`src/rtl/dac_fe_pkg.sv`:
```
package dac_fe_pkg;

    typedef enum logic [1:0] {
        PWR_ON   = 2'd0,
        PWR_OFF  = 2'd1,
        PWR_WAKE = 2'd2
    } pwr_state_e;

    typedef enum logic {
        IN_HOLD   = 1'b0,
        IN_FOLLOW = 1'b1
    } in_state_e;

    localparam logic SEL_CH_A = 1'b1;
    localparam logic SEL_CH_B = 1'b0;

endpackage

```
`src/rtl/dac_rst_sync.sv`:
```
module dac_rst_sync #(
    parameter int STAGES = 2
) (
    input  logic clk,
    input  logic arst_n,
    output logic rst_n_o
);
    logic [STAGES-1:0] chain_q;

    always_ff @(posedge clk or negedge arst_n) begin
        if (!arst_n) chain_q <= '0;
        else         chain_q <= {chain_q[STAGES-2:0], 1'b1};
    end

    assign rst_n_o = chain_q[STAGES-1];
endmodule

```
`src/rtl/dac_in_sync.sv`:
```
module dac_in_sync #(
    parameter int             W       = 8,
    parameter int             STAGES  = 2,
    parameter logic [W-1:0]   RST_VAL = '0
) (
    input  logic         clk,
    input  logic         rst_n,
    input  logic [W-1:0] d,
    output logic [W-1:0] q
);
    logic [W-1:0] st_q [STAGES];

    always_ff @(posedge clk or negedge rst_n) begin
        if (!rst_n) begin
            for (int i = 0; i < STAGES; i++) st_q[i] <= RST_VAL;
        end else begin
            st_q[0] <= d;
            for (int i = 1; i < STAGES; i++) st_q[i] <= st_q[i-1];
        end
    end

    assign q = st_q[STAGES-1];
endmodule

```
`src/rtl/dac_chan.sv`:
```
module dac_chan
    import dac_fe_pkg::*;
#(
    parameter int   DATA_W = 12,
    parameter int   RES_W  = 12,
    parameter logic CH_SEL = SEL_CH_A
) (
    input  logic              clk,
    input  logic              rst_n,
    input  logic              cs_lo,
    input  logic              sel,
    input  logic [DATA_W-1:0] bus,
    input  logic              ld_lo,
    output logic [RES_W-1:0]  in_q,
    output logic [RES_W-1:0]  dac_q
);
    localparam int TOP = DATA_W - 1;

    in_state_e in_st, in_nx;
    logic      wr_hit;

    assign wr_hit = cs_lo && (sel == CH_SEL);

    // observer of the write window: FOLLOW while addressed, HOLD after chip select rises
    always_ff @(posedge clk or negedge rst_n) begin
        if (!rst_n) in_st <= IN_HOLD;
        else        in_st <= in_nx;
    end

    always_comb begin
        in_nx = in_st;
        unique case (in_st)
            IN_HOLD:   if (wr_hit)  in_nx = IN_FOLLOW;
            IN_FOLLOW: if (!wr_hit) in_nx = IN_HOLD;
            default:   in_nx = IN_HOLD;
        endcase
    end

    // first stage: transparent while addressed and selected
    always_ff @(posedge clk or negedge rst_n) begin
        if (!rst_n)      in_q <= '0;
        else if (wr_hit) in_q <= bus[TOP -: RES_W];
    end

    // second stage: transparent while load strobe is low
    always_ff @(posedge clk or negedge rst_n) begin
        if (!rst_n)     dac_q <= '0;
        else if (ld_lo) dac_q <= in_q;
    end

    p_hold_after_cs_r3: assert property (@(posedge clk) disable iff (!rst_n)
        (in_st == IN_FOLLOW && !cs_lo) |=> $stable(in_q));

    p_load_copies_r4: assert property (@(posedge clk) disable iff (!rst_n)
        ld_lo |=> (dac_q == $past(in_q)));

    p_strobe_high_holds_r4: assert property (@(posedge clk) disable iff (!rst_n)
        !ld_lo |=> $stable(dac_q));

endmodule

```
`src/rtl/dac_pwr_fsm.sv`:
```
module dac_pwr_fsm
    import dac_fe_pkg::*;
#(
    parameter int RECOVER_CYC = 8
) (
    input  logic clk,
    input  logic rst_n,
    input  logic sd_lo,
    output logic drive_o,
    output logic valid_o
);
    localparam int            CW   = $clog2(RECOVER_CYC + 1);
    localparam logic [CW-1:0] LAST = CW'(RECOVER_CYC - 1);

    pwr_state_e    state, nxt;
    logic [CW-1:0] cnt;

    always_ff @(posedge clk or negedge rst_n) begin
        if (!rst_n) state <= PWR_ON;
        else        state <= nxt;
    end

    always_comb begin
        nxt = state;
        unique case (state)
            PWR_ON:   if (sd_lo) nxt = PWR_OFF;
            PWR_OFF:  if (!sd_lo) nxt = PWR_WAKE;
            PWR_WAKE: begin
                if (sd_lo)            nxt = PWR_OFF;
                else if (cnt == LAST) nxt = PWR_ON;
            end
            default:  nxt = PWR_OFF;
        endcase
    end

    always_ff @(posedge clk or negedge rst_n) begin
        if (!rst_n)                 cnt <= '0;
        else if (state != PWR_WAKE) cnt <= '0;
        else if (cnt != LAST)       cnt <= cnt + 1'b1;
    end

    always_comb begin
        drive_o = 1'b0;
        valid_o = 1'b0;
        unique case (state)
            PWR_ON:   begin drive_o = 1'b1; valid_o = 1'b1; end
            PWR_WAKE: begin drive_o = 1'b1; valid_o = 1'b0; end
            PWR_OFF:  begin drive_o = 1'b0; valid_o = 1'b0; end
            default:  begin drive_o = 1'b0; valid_o = 1'b0; end
        endcase
    end

    p_sd_disables_r8: assert property (@(posedge clk) disable iff (!rst_n)
        sd_lo |=> !drive_o);

    p_release_gap_r10: assert property (@(posedge clk) disable iff (!rst_n)
        (state == PWR_OFF && !sd_lo) |=> (drive_o && !valid_o));

    p_valid_via_wake_r10: assert property (@(posedge clk) disable iff (!rst_n)
        $rose(valid_o) |-> ($past(state) == PWR_WAKE));

    p_cnt_bound_r10: assert property (@(posedge clk) disable iff (!rst_n)
        cnt <= LAST);

endmodule

```
`src/rtl/dual_dac_front.sv`:
```
module dual_dac_front
    import dac_fe_pkg::*;
#(
    parameter int DATA_W      = 12,
    parameter int RES_W       = 12,
    parameter int SYNC_STAGES = 2,
    parameter int RECOVER_CYC = 8
) (
    input  logic              clk,
    input  logic              rst_n,
    input  logic              cs_n,
    input  logic              ch_sel,
    input  logic [DATA_W-1:0] data,
    input  logic              ld_a_n,
    input  logic              ld_b_n,
    input  logic              sd_n,
    output logic [RES_W-1:0]  code_a,
    output logic [RES_W-1:0]  code_b,
    output logic              oe_a,
    output logic              oe_b,
    output logic              valid_a,
    output logic              valid_b
);
    localparam int            NCH   = 2;
    localparam int            SW    = DATA_W + 5;
    localparam logic [SW-1:0] S_RST = {1'b1, 1'b0, 1'b1, 1'b1, 1'b1, {DATA_W{1'b0}}};

    logic              rst_i;
    logic [SW-1:0]     raw_v, syn_v;
    logic              cs_s, sel_s, lda_s, ldb_s, sd_s;
    logic [DATA_W-1:0] bus_s;
    logic [NCH-1:0]    ld_lo;
    logic [RES_W-1:0]  in_r  [NCH];
    logic [RES_W-1:0]  dac_r [NCH];
    logic              drive, valid;

    dac_rst_sync #(.STAGES(SYNC_STAGES)) u_rst (
        .clk(clk), .arst_n(rst_n), .rst_n_o(rst_i)
    );

    assign raw_v = {cs_n, ch_sel, ld_a_n, ld_b_n, sd_n, data};

    dac_in_sync #(.W(SW), .STAGES(SYNC_STAGES), .RST_VAL(S_RST)) u_sync (
        .clk(clk), .rst_n(rst_i), .d(raw_v), .q(syn_v)
    );

    assign {cs_s, sel_s, lda_s, ldb_s, sd_s, bus_s} = syn_v;
    assign ld_lo = {~ldb_s, ~lda_s};

    for (genvar c = 0; c < NCH; c++) begin : g_ch
        dac_chan #(
            .DATA_W(DATA_W),
            .RES_W (RES_W),
            .CH_SEL((c == 0) ? SEL_CH_A : SEL_CH_B)
        ) u_ch (
            .clk  (clk),
            .rst_n(rst_i),
            .cs_lo(~cs_s),
            .sel  (sel_s),
            .bus  (bus_s),
            .ld_lo(ld_lo[c]),
            .in_q (in_r[c]),
            .dac_q(dac_r[c])
        );
    end

    dac_pwr_fsm #(.RECOVER_CYC(RECOVER_CYC)) u_pwr (
        .clk(clk), .rst_n(rst_i), .sd_lo(~sd_s),
        .drive_o(drive), .valid_o(valid)
    );

    assign code_a  = dac_r[0];
    assign code_b  = dac_r[1];
    assign oe_a    = drive;
    assign oe_b    = drive;
    assign valid_a = valid;
    assign valid_b = valid;

    p_reset_clears_r7: assert property (@(posedge clk)
        !rst_n |-> (code_a == '0 && code_b == '0));

    p_joint_load_r5: assert property (@(posedge clk) disable iff (!rst_i)
        (&ld_lo) |=> (code_a == $past(in_r[0]) && code_b == $past(in_r[1])));

    p_release_no_update_r7: assert property (@(posedge clk)
        (rst_n && !rst_i) |=> (in_r[0] == '0 && in_r[1] == '0));

endmodule

```
`config.mk`:
```
export PLATFORM = sky130hd
export DESIGN_NAME = dual_dac_front
export DESIGN_NICKNAME = d
export VERILOG_FILES = /design/src/rtl/dac_fe_pkg.sv /design/src/rtl/dac_rst_sync.sv /design/src/rtl/dac_in_sync.sv /design/src/rtl/dac_chan.sv /design/src/rtl/dac_pwr_fsm.sv /design/src/rtl/dual_dac_front.sv
export SDC_FILE = /design/constraint.sdc
export NUM_CORES = 1
export LEC_CHECK = 0
export ABC_CLOCK_PERIOD_IN_PS = 5900
export BUFFER_PORTS_ARGS = -buffer_cell sky130_fd_sc_hd__buf_2
export CAP_MARGIN = 5
export CORE_MARGIN = 2
export CORE_UTILIZATION = 60
export CTS_BUF_LIST = sky130_fd_sc_hd__clkbuf_4 sky130_fd_sc_hd__clkbuf_8
export DETAILED_ROUTE_END_ITERATION = 8
export PLACE_DENSITY = 0.95
export SYNTH_ARGS = -nofsm -noshare
export SYNTH_HDL_FRONTEND = slang
export SYNTH_HIERARCHICAL = 1
export SYNTH_SLANG_ARGS = --single-unit
```
`constraint.sdc`:
```
create_clock -name clk -period 5.9 [get_ports clk]
set_input_delay 0.295 -clock clk [delete_from_list [all_inputs] [get_ports clk]]
set_output_delay 0.295 -clock clk [all_outputs]
set_load 0.01 [all_outputs]
```
==> results of run 1 <==
-- layer usage --
layer	track usage, %	wire length [um]	up-vias	share of wire (%)
li1	-	-	687	-
met1	20.2	2010	731	44
met2	25.5	2300	34	50
met3	5.35	225	4	4.9
met4	8.77	53	0	1.2
met5	0	0	-	0
-- worst reg2reg max path: cells and delay by family, from the launching register on --
kind / cells / cell delay [ns]
buffers and inverters: 1 / 0.09
flip-flops: 1 / 0.36
multiplexers: 1 / 0.39
AND/OR/NAND/NOR: 1 / 0.46
-- how the worst min path moves through the flow --
stage                      start  slack, ns                to
after floorplan            rst_n    -0.0006  u_rst/chain_q[0]
after global placement     rst_n       0.08  u_rst/chain_q[0]
after detailed placement   rst_n       0.08  u_rst/chain_q[0]
after CTS                 ld_b_n       0.03   u_sync/st_q[30]
after global routing      ld_b_n       0.03   u_sync/st_q[30]
final                       sd_n       0.05   u_sync/st_q[29]
-- kinds of logic (layout without fill, tap and decap cells) --
| group | after synthesis | count (layout) | share of synthesized area [%] |
|---|---|---|---|
| compound gates | 2 | 2 | 0.496 |
| simple gates | 16 | 16 | 3.58 |
| mux | 51 | 51 | 19.7 |
| other cells | 1 | 1 | 0.114 |
| fa+ha+maj | 1 | 1 | 0.381 |
| flops | 90 | 90 | 68.9 |
| buf+inv | 30 | 68 | 6.82 |
-- cell type report --
type	instances	area (sq um)
Clock inverter	5	103
Tap cell	70	87.6
Clock buffer	11	139
Multi-Input combinational cell	71	796
Inverter	5	18.8
Sequential cell	90	2270
Timing Repair Buffer	47	240
Fill cell	344	1560
-- cell usage in the layout (no fill, tap or decap), types with 2 or more instances in the layout --
| cell | count |
|---|---|
| nor2_1 | 2 |
| clkbuf_4 | 2 |
| mux2_4 | 20 |
| mux2i_1 | 3 |
| inv_1 | 5 |
| dfstp_2 | 8 |
| clkbuf_8 | 9 |
| mux2_2 | 28 |
| buf_2 | 46 |
| dfrtp_1 | 81 |
| bufinv_16 | 3 |
| nand3b_1 | 4 |
-- state kept, by name, summed over array words and instances, names as in the netlist --
signal / count
u_pwr/state: 2
u_rst/chain_q: 2
g_ch.u_ch/in_q: 24
u_sync/st_q: 17
u_pwr/cnt: 4
u_sync/q: 17
g_ch.u_ch/dac_q: 24
-- power groups by stage --
stage               logic, mW  registers (mW)  clock network [mW]
finish                  0.148           0.738               0.485
global route            0.158           0.750               0.525
CTS                     0.151           0.740               0.497
detailed placement      0.149           0.752                   0
global placement        0.143           0.748                   0
floorplan              0.0975           0.752                   0
-- Yosys cell counts (all sizes together) --
| cell type | n |
|---|---|
| dfrtp | 82 |
| mux2 | 48 |
| buf | 24 |
| dfstp | 8 |
| inv | 5 |
| nand3b | 4 |
| mux2i | 3 |
| nor2 | 2 |
| or3b | 2 |
| a21o | 1 |
| and3 | 1 |
| and3b | 1 |
| clkbuf | 1 |
| conb | 1 |
| ha | 1 |
| nand2 | 1 |
| nand3 | 1 |
| nor2b | 1 |
| nor3 | 1 |
| o31ai | 1 |
| or2b | 1 |
| or4b | 1 |
==> run metrics, run 1 <==
Switch Pwr 302 uW; hpwl dp 2980 um; Internal Power 1.07 mW; synthesis warning total 6; hold_ws 0.0468 ns; Area growth, synth to finish 11.2%; endpoints failing setup 0; H-tree levels 3; hold_buf cts 1; Worst EP arrival 1.64 ns; WL/cell 15.4 um; Final nets 244; Stages on worst setup path 3; Sw Share 22.0%; post-DR vias/cell 4.87; Critical Path RT 6.13 ns; Worst setup SP type register; Slew Limit Fails 0; Crit Path Class register to register; Crit path max-delay family simple AND/OR/NAND/NOR gates; clock latency at the later pin of the worst-skew pair 0.34 ns; Slew @ Worst Pin 1.05 ns; First-pass DRT Iterations 3; Vias 1,456; Placement Cell Area 3400 sq um; Max Clock Freq 709 MHz; Antenna Nets Post-Route 0; worst hold-check path type input pin to register; WP buf/inv 1; CTS sink count 90; Sum Neg Setup Slack 0 ns; Worst Setup EP g_ch[1].u_ch/in_q[11]; largest cells by area after synthesis dfrtp_1 63%, mux2_2 9.6%, mux2_4 9.1%, dfstp_2 6.4%, buf_4 4.8%; pre-CTS setup slack 4.46 ns; worst-path maximum fanout 12; DR DRC count 0; dpl cells 282; Tot Pwr 1.37 mW; Setup crit start u_sync/q[16]; Leak 1.74 nW; clk_skew 0.00853 ns; part of the power in the clock network 35.4%; Yosys top cell by area dfrtp_1; Comb pwr share 10.8%; RR Startpoint u_sync/q[16]; Core Footprint 5200 sq um; global route overflow 0; register area share after synthesis 68.9%; Starting DRT DRC Count 115; unrepaired setup endpoints after global routing false; CTS tree done; fin crit share 23.9%; worst setup margin 4.49 ns; Fin. Hold Viols 0; fin area 3650 sq um; Slew HR 30.2%; Max clock buf depth 2; Synthesized Nets 211; share of layout cells above drive strength 1 53.7%; GP Congestion 0.711; final core occ 70.1%; Avg Inst Size Synth 17.2 sq um; vias in the first global route 1,509; CTS buffer count 9; Cells after Synth 191; Die Y 78.0 um; power per cell area 376 nW/um^2; Die Width 78.0 um; initial antenna violation count 0; root buffer cell clkbuf_8; slowest stage cell, crit path nor2b_4; MaxCap Viol Count 0; GRT Overall Usage 16.3%; hold depth 1; DRT Wirelength 4590 um; Netlist cell types 26; number of synthesized register bits 90; R2R depth 3; pin count of the biggest net entering global routing 89; die area 6080 sq um; CP Capture Type register; Clock transition at path regs 0.08 ns; status completed; Tmin final 1.41 ns; Rows 26; IO buf count 46; part of the power in registers 53.8%; CP Cell Sequence inv_1, nor2b_4, mux2_2; peak supply drop 0.208 mV; post-synthesis cell area 3280 sq um; io pins 47; ant diodes 0; slowest cell delay on critical path 0.46 ns; Initial Util 63.1%; global-route wire length before repair 7290 um; share of the synthesized area in the top cell type 62.5%; Post-CTS Setup Bufs 0; Gates resized, CTS repair 0; Reg2Reg Capture Point g_ch[1].u_ch/in_q[11]; fin cells 299; register-to-register setup slack 4.49 ns
(Power assumes the default switching activity.)
==> run 2: changes to the inputs <==
--- a/config.mk
+++ b/config.mk
@@ -5,14 +5,15 @@
 export SDC_FILE = /design/constraint.sdc
 export NUM_CORES = 1
 export LEC_CHECK = 0
-export ABC_CLOCK_PERIOD_IN_PS = 5900
+export ABC_AREA = 1
+export ABC_CLOCK_PERIOD_IN_PS = 1400
 export BUFFER_PORTS_ARGS = -buffer_cell sky130_fd_sc_hd__buf_2
 export CAP_MARGIN = 5
 export CORE_MARGIN = 2
-export CORE_UTILIZATION = 60
+export CORE_UTILIZATION = 58
 export CTS_BUF_LIST = sky130_fd_sc_hd__clkbuf_4 sky130_fd_sc_hd__clkbuf_8
 export DETAILED_ROUTE_END_ITERATION = 8
-export PLACE_DENSITY = 0.95
+export PLACE_DENSITY = 0.93
 export SYNTH_ARGS = -nofsm -noshare
 export SYNTH_HDL_FRONTEND = slang
 export SYNTH_HIERARCHICAL = 1
==> constraint.sdc (replaced) <==
create_clock -name clk -period 1.4 [get_ports clk]
set_input_delay 0.07 -clock clk [delete_from_list [all_inputs] [get_ports clk]]
set_output_delay 0.07 -clock clk [all_outputs]
set_load 0.01 [all_outputs]
==> run 2 against run 1 <==
Final cell count grew 42%; clock-buffer cell count grew 4; sequential share of layout area shrank 2.4 points; sequential power grew to 4.1 times the previous value; clock skew shrank 0.00086 ns; synthesized cell count grew 57%; core utilization shrank 0.73 points; area after synthesis shrank 0.34%; design area grew 4.0%; largest cell class unchanged; die area grew 2.9%; combinational power grew to 3.6 times the previous value; highest routed layer unchanged.
==> run metrics, run 2 <==
status completed; Vias 2,104 (+45%); MaxCap Viol Count 0 (unchanged); global-route wire length before repair 9420 um (+29%); Comb pwr share 10.1% (-0.7 points); Rows 27 (+3.8%); synthesis warning total 6 (unchanged); H-tree levels 3 (unchanged); EDFF count, synth 0 (unchanged); layout filler cell count 418 (+22%); Setup crit start u_sync/q[15]; Slew Limit Fails 0 (unchanged); Highest Signal Layer met4; routed wl met3 317 um (+41%); Slew HR 63.0% (+33 points); Final nets 369 (+51%); GRT Overall Usage 20.2% (+3.9 points); Slew @ Worst Pin 0.554 ns (-0.492 ns); First-pass DRT Iterations 5 (+2); Avg Inst Size Synth 10.9 sq um (-37%); root buffer cell clkbuf_8; fin area 3800 sq um (+4.0%); Die Y 79.1 um (+1.5%); GP Congestion 0.795 (+12%); vias in the first global route 2,070 (+37%); die area 6260 sq um (+2.9%); io pins 47 (unchanged); most frequent cells in the layout 81 x dfrtp_1, 79 x nand2_1, 46 x buf_2, 32 x inv_1, 31 x nand3_1; register area share after synthesis 69.2% (+0.24 points); pre-CTS setup slack 0.176 ns (-4.29 ns); metal1 wirelength 2290 um (+14%); Yosys top cell by area dfrtp_1; share of the synthesized area in the top cell type 62.7% (+0.22 points); post-synthesis cell area 3270 sq um (-0.34%); register-to-register setup slack 0.15 ns (-4.34 ns); RR Startpoint u_sync/q[15]; Initial Util 59.8% (-3.3 points); Worst setup SP type register; power per cell area 1380 nW/um^2 (+270%); Die Width 79.1 um (+1.5%); fin crit share 89.2% (+65 points); Antenna Nets Post-Route 0 (unchanged); Cells after Synth 300 (+57%); hpwl dp 3630 um (+22%); part of the power in registers 57.1% (+3.3 points); endpoints failing setup 0 (unchanged); Sw Share 24.1% (+2.1 points); Core Footprint 5470 sq um (+5.1%); Sum Neg Setup Slack 0 ns (unchanged); Reg2Reg Capture Point g_ch[1].u_ch/in_q[3]; post-DR vias/cell 4.94 (+1.4%); global route overflow 0 (unchanged); Placement Cell Area 3410 sq um (+0.40%); worst setup margin 0.151 ns (-4.34 ns); clock latency at the later pin of the worst-skew pair 0.35 ns (about the same); CP Capture Type register; Worst EP arrival 1.48 ns (-0.16 ns); register area 2270 sq um (unchanged); Critical Path RT 1.64 ns (-4.49 ns); CTS tree done; IO buf count 46 (unchanged); Clock transition at path regs 0.08 ns (about the same); Fin. Hold Viols 0 (unchanged); synth cell count leaders 82 x dfrtp_1, 79 x nand2_1, 32 x inv_1; R2R depth 4 (+1); Worst Setup EP g_ch[1].u_ch/in_q[3]; worst-path maximum fanout 14 (+2); number of synthesized register bits 90 (unchanged); Starting DRT DRC Count 230 (+100%); DRT Wirelength 5450 um (+19%); Max clock buf depth 2 (unchanged); Max Clock Freq 800 MHz (+13%); DR DRC count 0 (unchanged); Routed met2 length 2710 um (+18%); largest cells by area after synthesis dfrtp_1 63%, nand2_1 9.1%, dfstp_2 6.4%, buf_4 5.5%, nand3_1 4.7%; Post-CTS Setup Bufs 0 (unchanged); WL/cell 12.8 um (-17%); unrepaired setup endpoints after global routing false; Switch Pwr 1.26 mW (+320%); initial antenna violation count 0 (unchanged); Area growth, synth to finish 16.1%; clk_skew 0.00767 ns (-0.000861 ns); ant diodes 0 (unchanged); part of the power in the clock network 32.7% (-2.7 points); peak supply drop 1.09 mV (+430%); share of layout cells above drive strength 1 22.0% (-32 points); Synth Flop Type dfrtp_1; Leak 1.96 nW (+13%); CTS sink count 90 (unchanged); Synthesized Nets 320 (+52%); pin count of the biggest net entering global routing 38 (-57%); top-count cell post-synth dfrtp_1; Largest regs g_ch.u_ch/dac_q x24, g_ch.u_ch/in_q x24; Tmin final 1.25 ns (-0.161 ns); Crit Path Class register to register; footprint of the multi-input gates 654 sq um (-18%); CTS buffer count 9 (unchanged); most common cell after layout, fill and taps aside dfrtp_1; Internal Power 3.98 mW (+270%); Netlist cell types 18 (-31%); worst hold-check path type input pin to asynchronous set/reset pin; ys async rst share 100% (unchanged)
run 2: cell count changes in the layout (fill, tap and decap cells not counted), sizes merged, moves of 17 or more:
cell | before | now
inv | 5 | 33
o21ai | 0 | 26
nand2 | 1 | 81
nand3 | 1 | 31
mux2 | 48 | 0
dlygate4sd3 | 1 | 18
run 2: timing repair:
action / in CTS / in global routing
setup endpoints to repair: 0 / 0
hold buffers: 18 / 0
resized for setup: 0 / 0
hold endpoints to repair: 19 / 0
run 2: cell type report:
class	instances	area share (%)
Clock inverter	1	0.132
Inverter	33	3.26
Tap cell	72	2.37
Timing Repair Buffer	67	12.1
Sequential cell	90	59.7
Clock buffer	15	5.27
Multi-Input combinational cell	148	17.2
run 2: worst min-delay path by stage:
stage,start,slack [ns],to,cells past startpoint
final,rst_n,0.03,u_rst/chain_q[1],2
after global routing,rst_n,0.02,u_rst/chain_q[1],2
after CTS,rst_n,0.01,u_rst/chain_q[1],2
after detailed placement,rst_n,-0.14,u_rst/chain_q[0],1
after global placement,rst_n,-0.14,u_rst/chain_q[0],1
after floorplan,rst_n,-0.23,u_rst/chain_q[0],0
run 2: routing by layer:
metal	global-route usage [%]	vias up
met5	0	-
met4	7.93	0
met3	6.36	10
met2	32.8	87
met1	25.5	998
li1	-	1009
run 2: power by group through the flow:
stage               Combinational, mW  Sequential, mW  Clock (mW)
floorplan                       0.287            3.08           0
global placement                0.476            3.03           0
detailed placement              0.497            3.05           0
CTS                             0.539            3.00        1.75
global route                    0.615            3.03        1.90
finish                          0.532            3.00        1.72
run 2: kinds of logic (layout without fill, tap and decap cells):
family	after synthesis	after routing	share of synthesized area, %
flip-flops	90	90	69.2
AND/OR/NAND/NOR	120	120	15.5
AO/OA/AOI/OAI	26	26	3.98
other	1	1	0.115
buffers and inverters	62	116	10.8
adder cells (fa/ha/maj)	1	1	0.382
run 2: per-stage QoR:
step           hold slack [ns]  total power [mW]  cells  utilization (%)
6_report                0.0334              5.25    426             69.4
3_3_place_gp            -0.145              3.51    392             62.3
5_1_grt                 0.0213              5.54    426             69.4
2_1_floorplan           -0.226              3.37    300                -
3_5_place_dp            -0.141              3.54    392             62.3
4_1_cts                 0.0122              5.29    426             69.4
run 2: worst max-delay path: stages (launching register included):
cell and delay [ns]:
dfrtp_1 0.53, inv_2 0.24, nand2_2 0.19, nand2_1 0.12, nand2_1 0.06
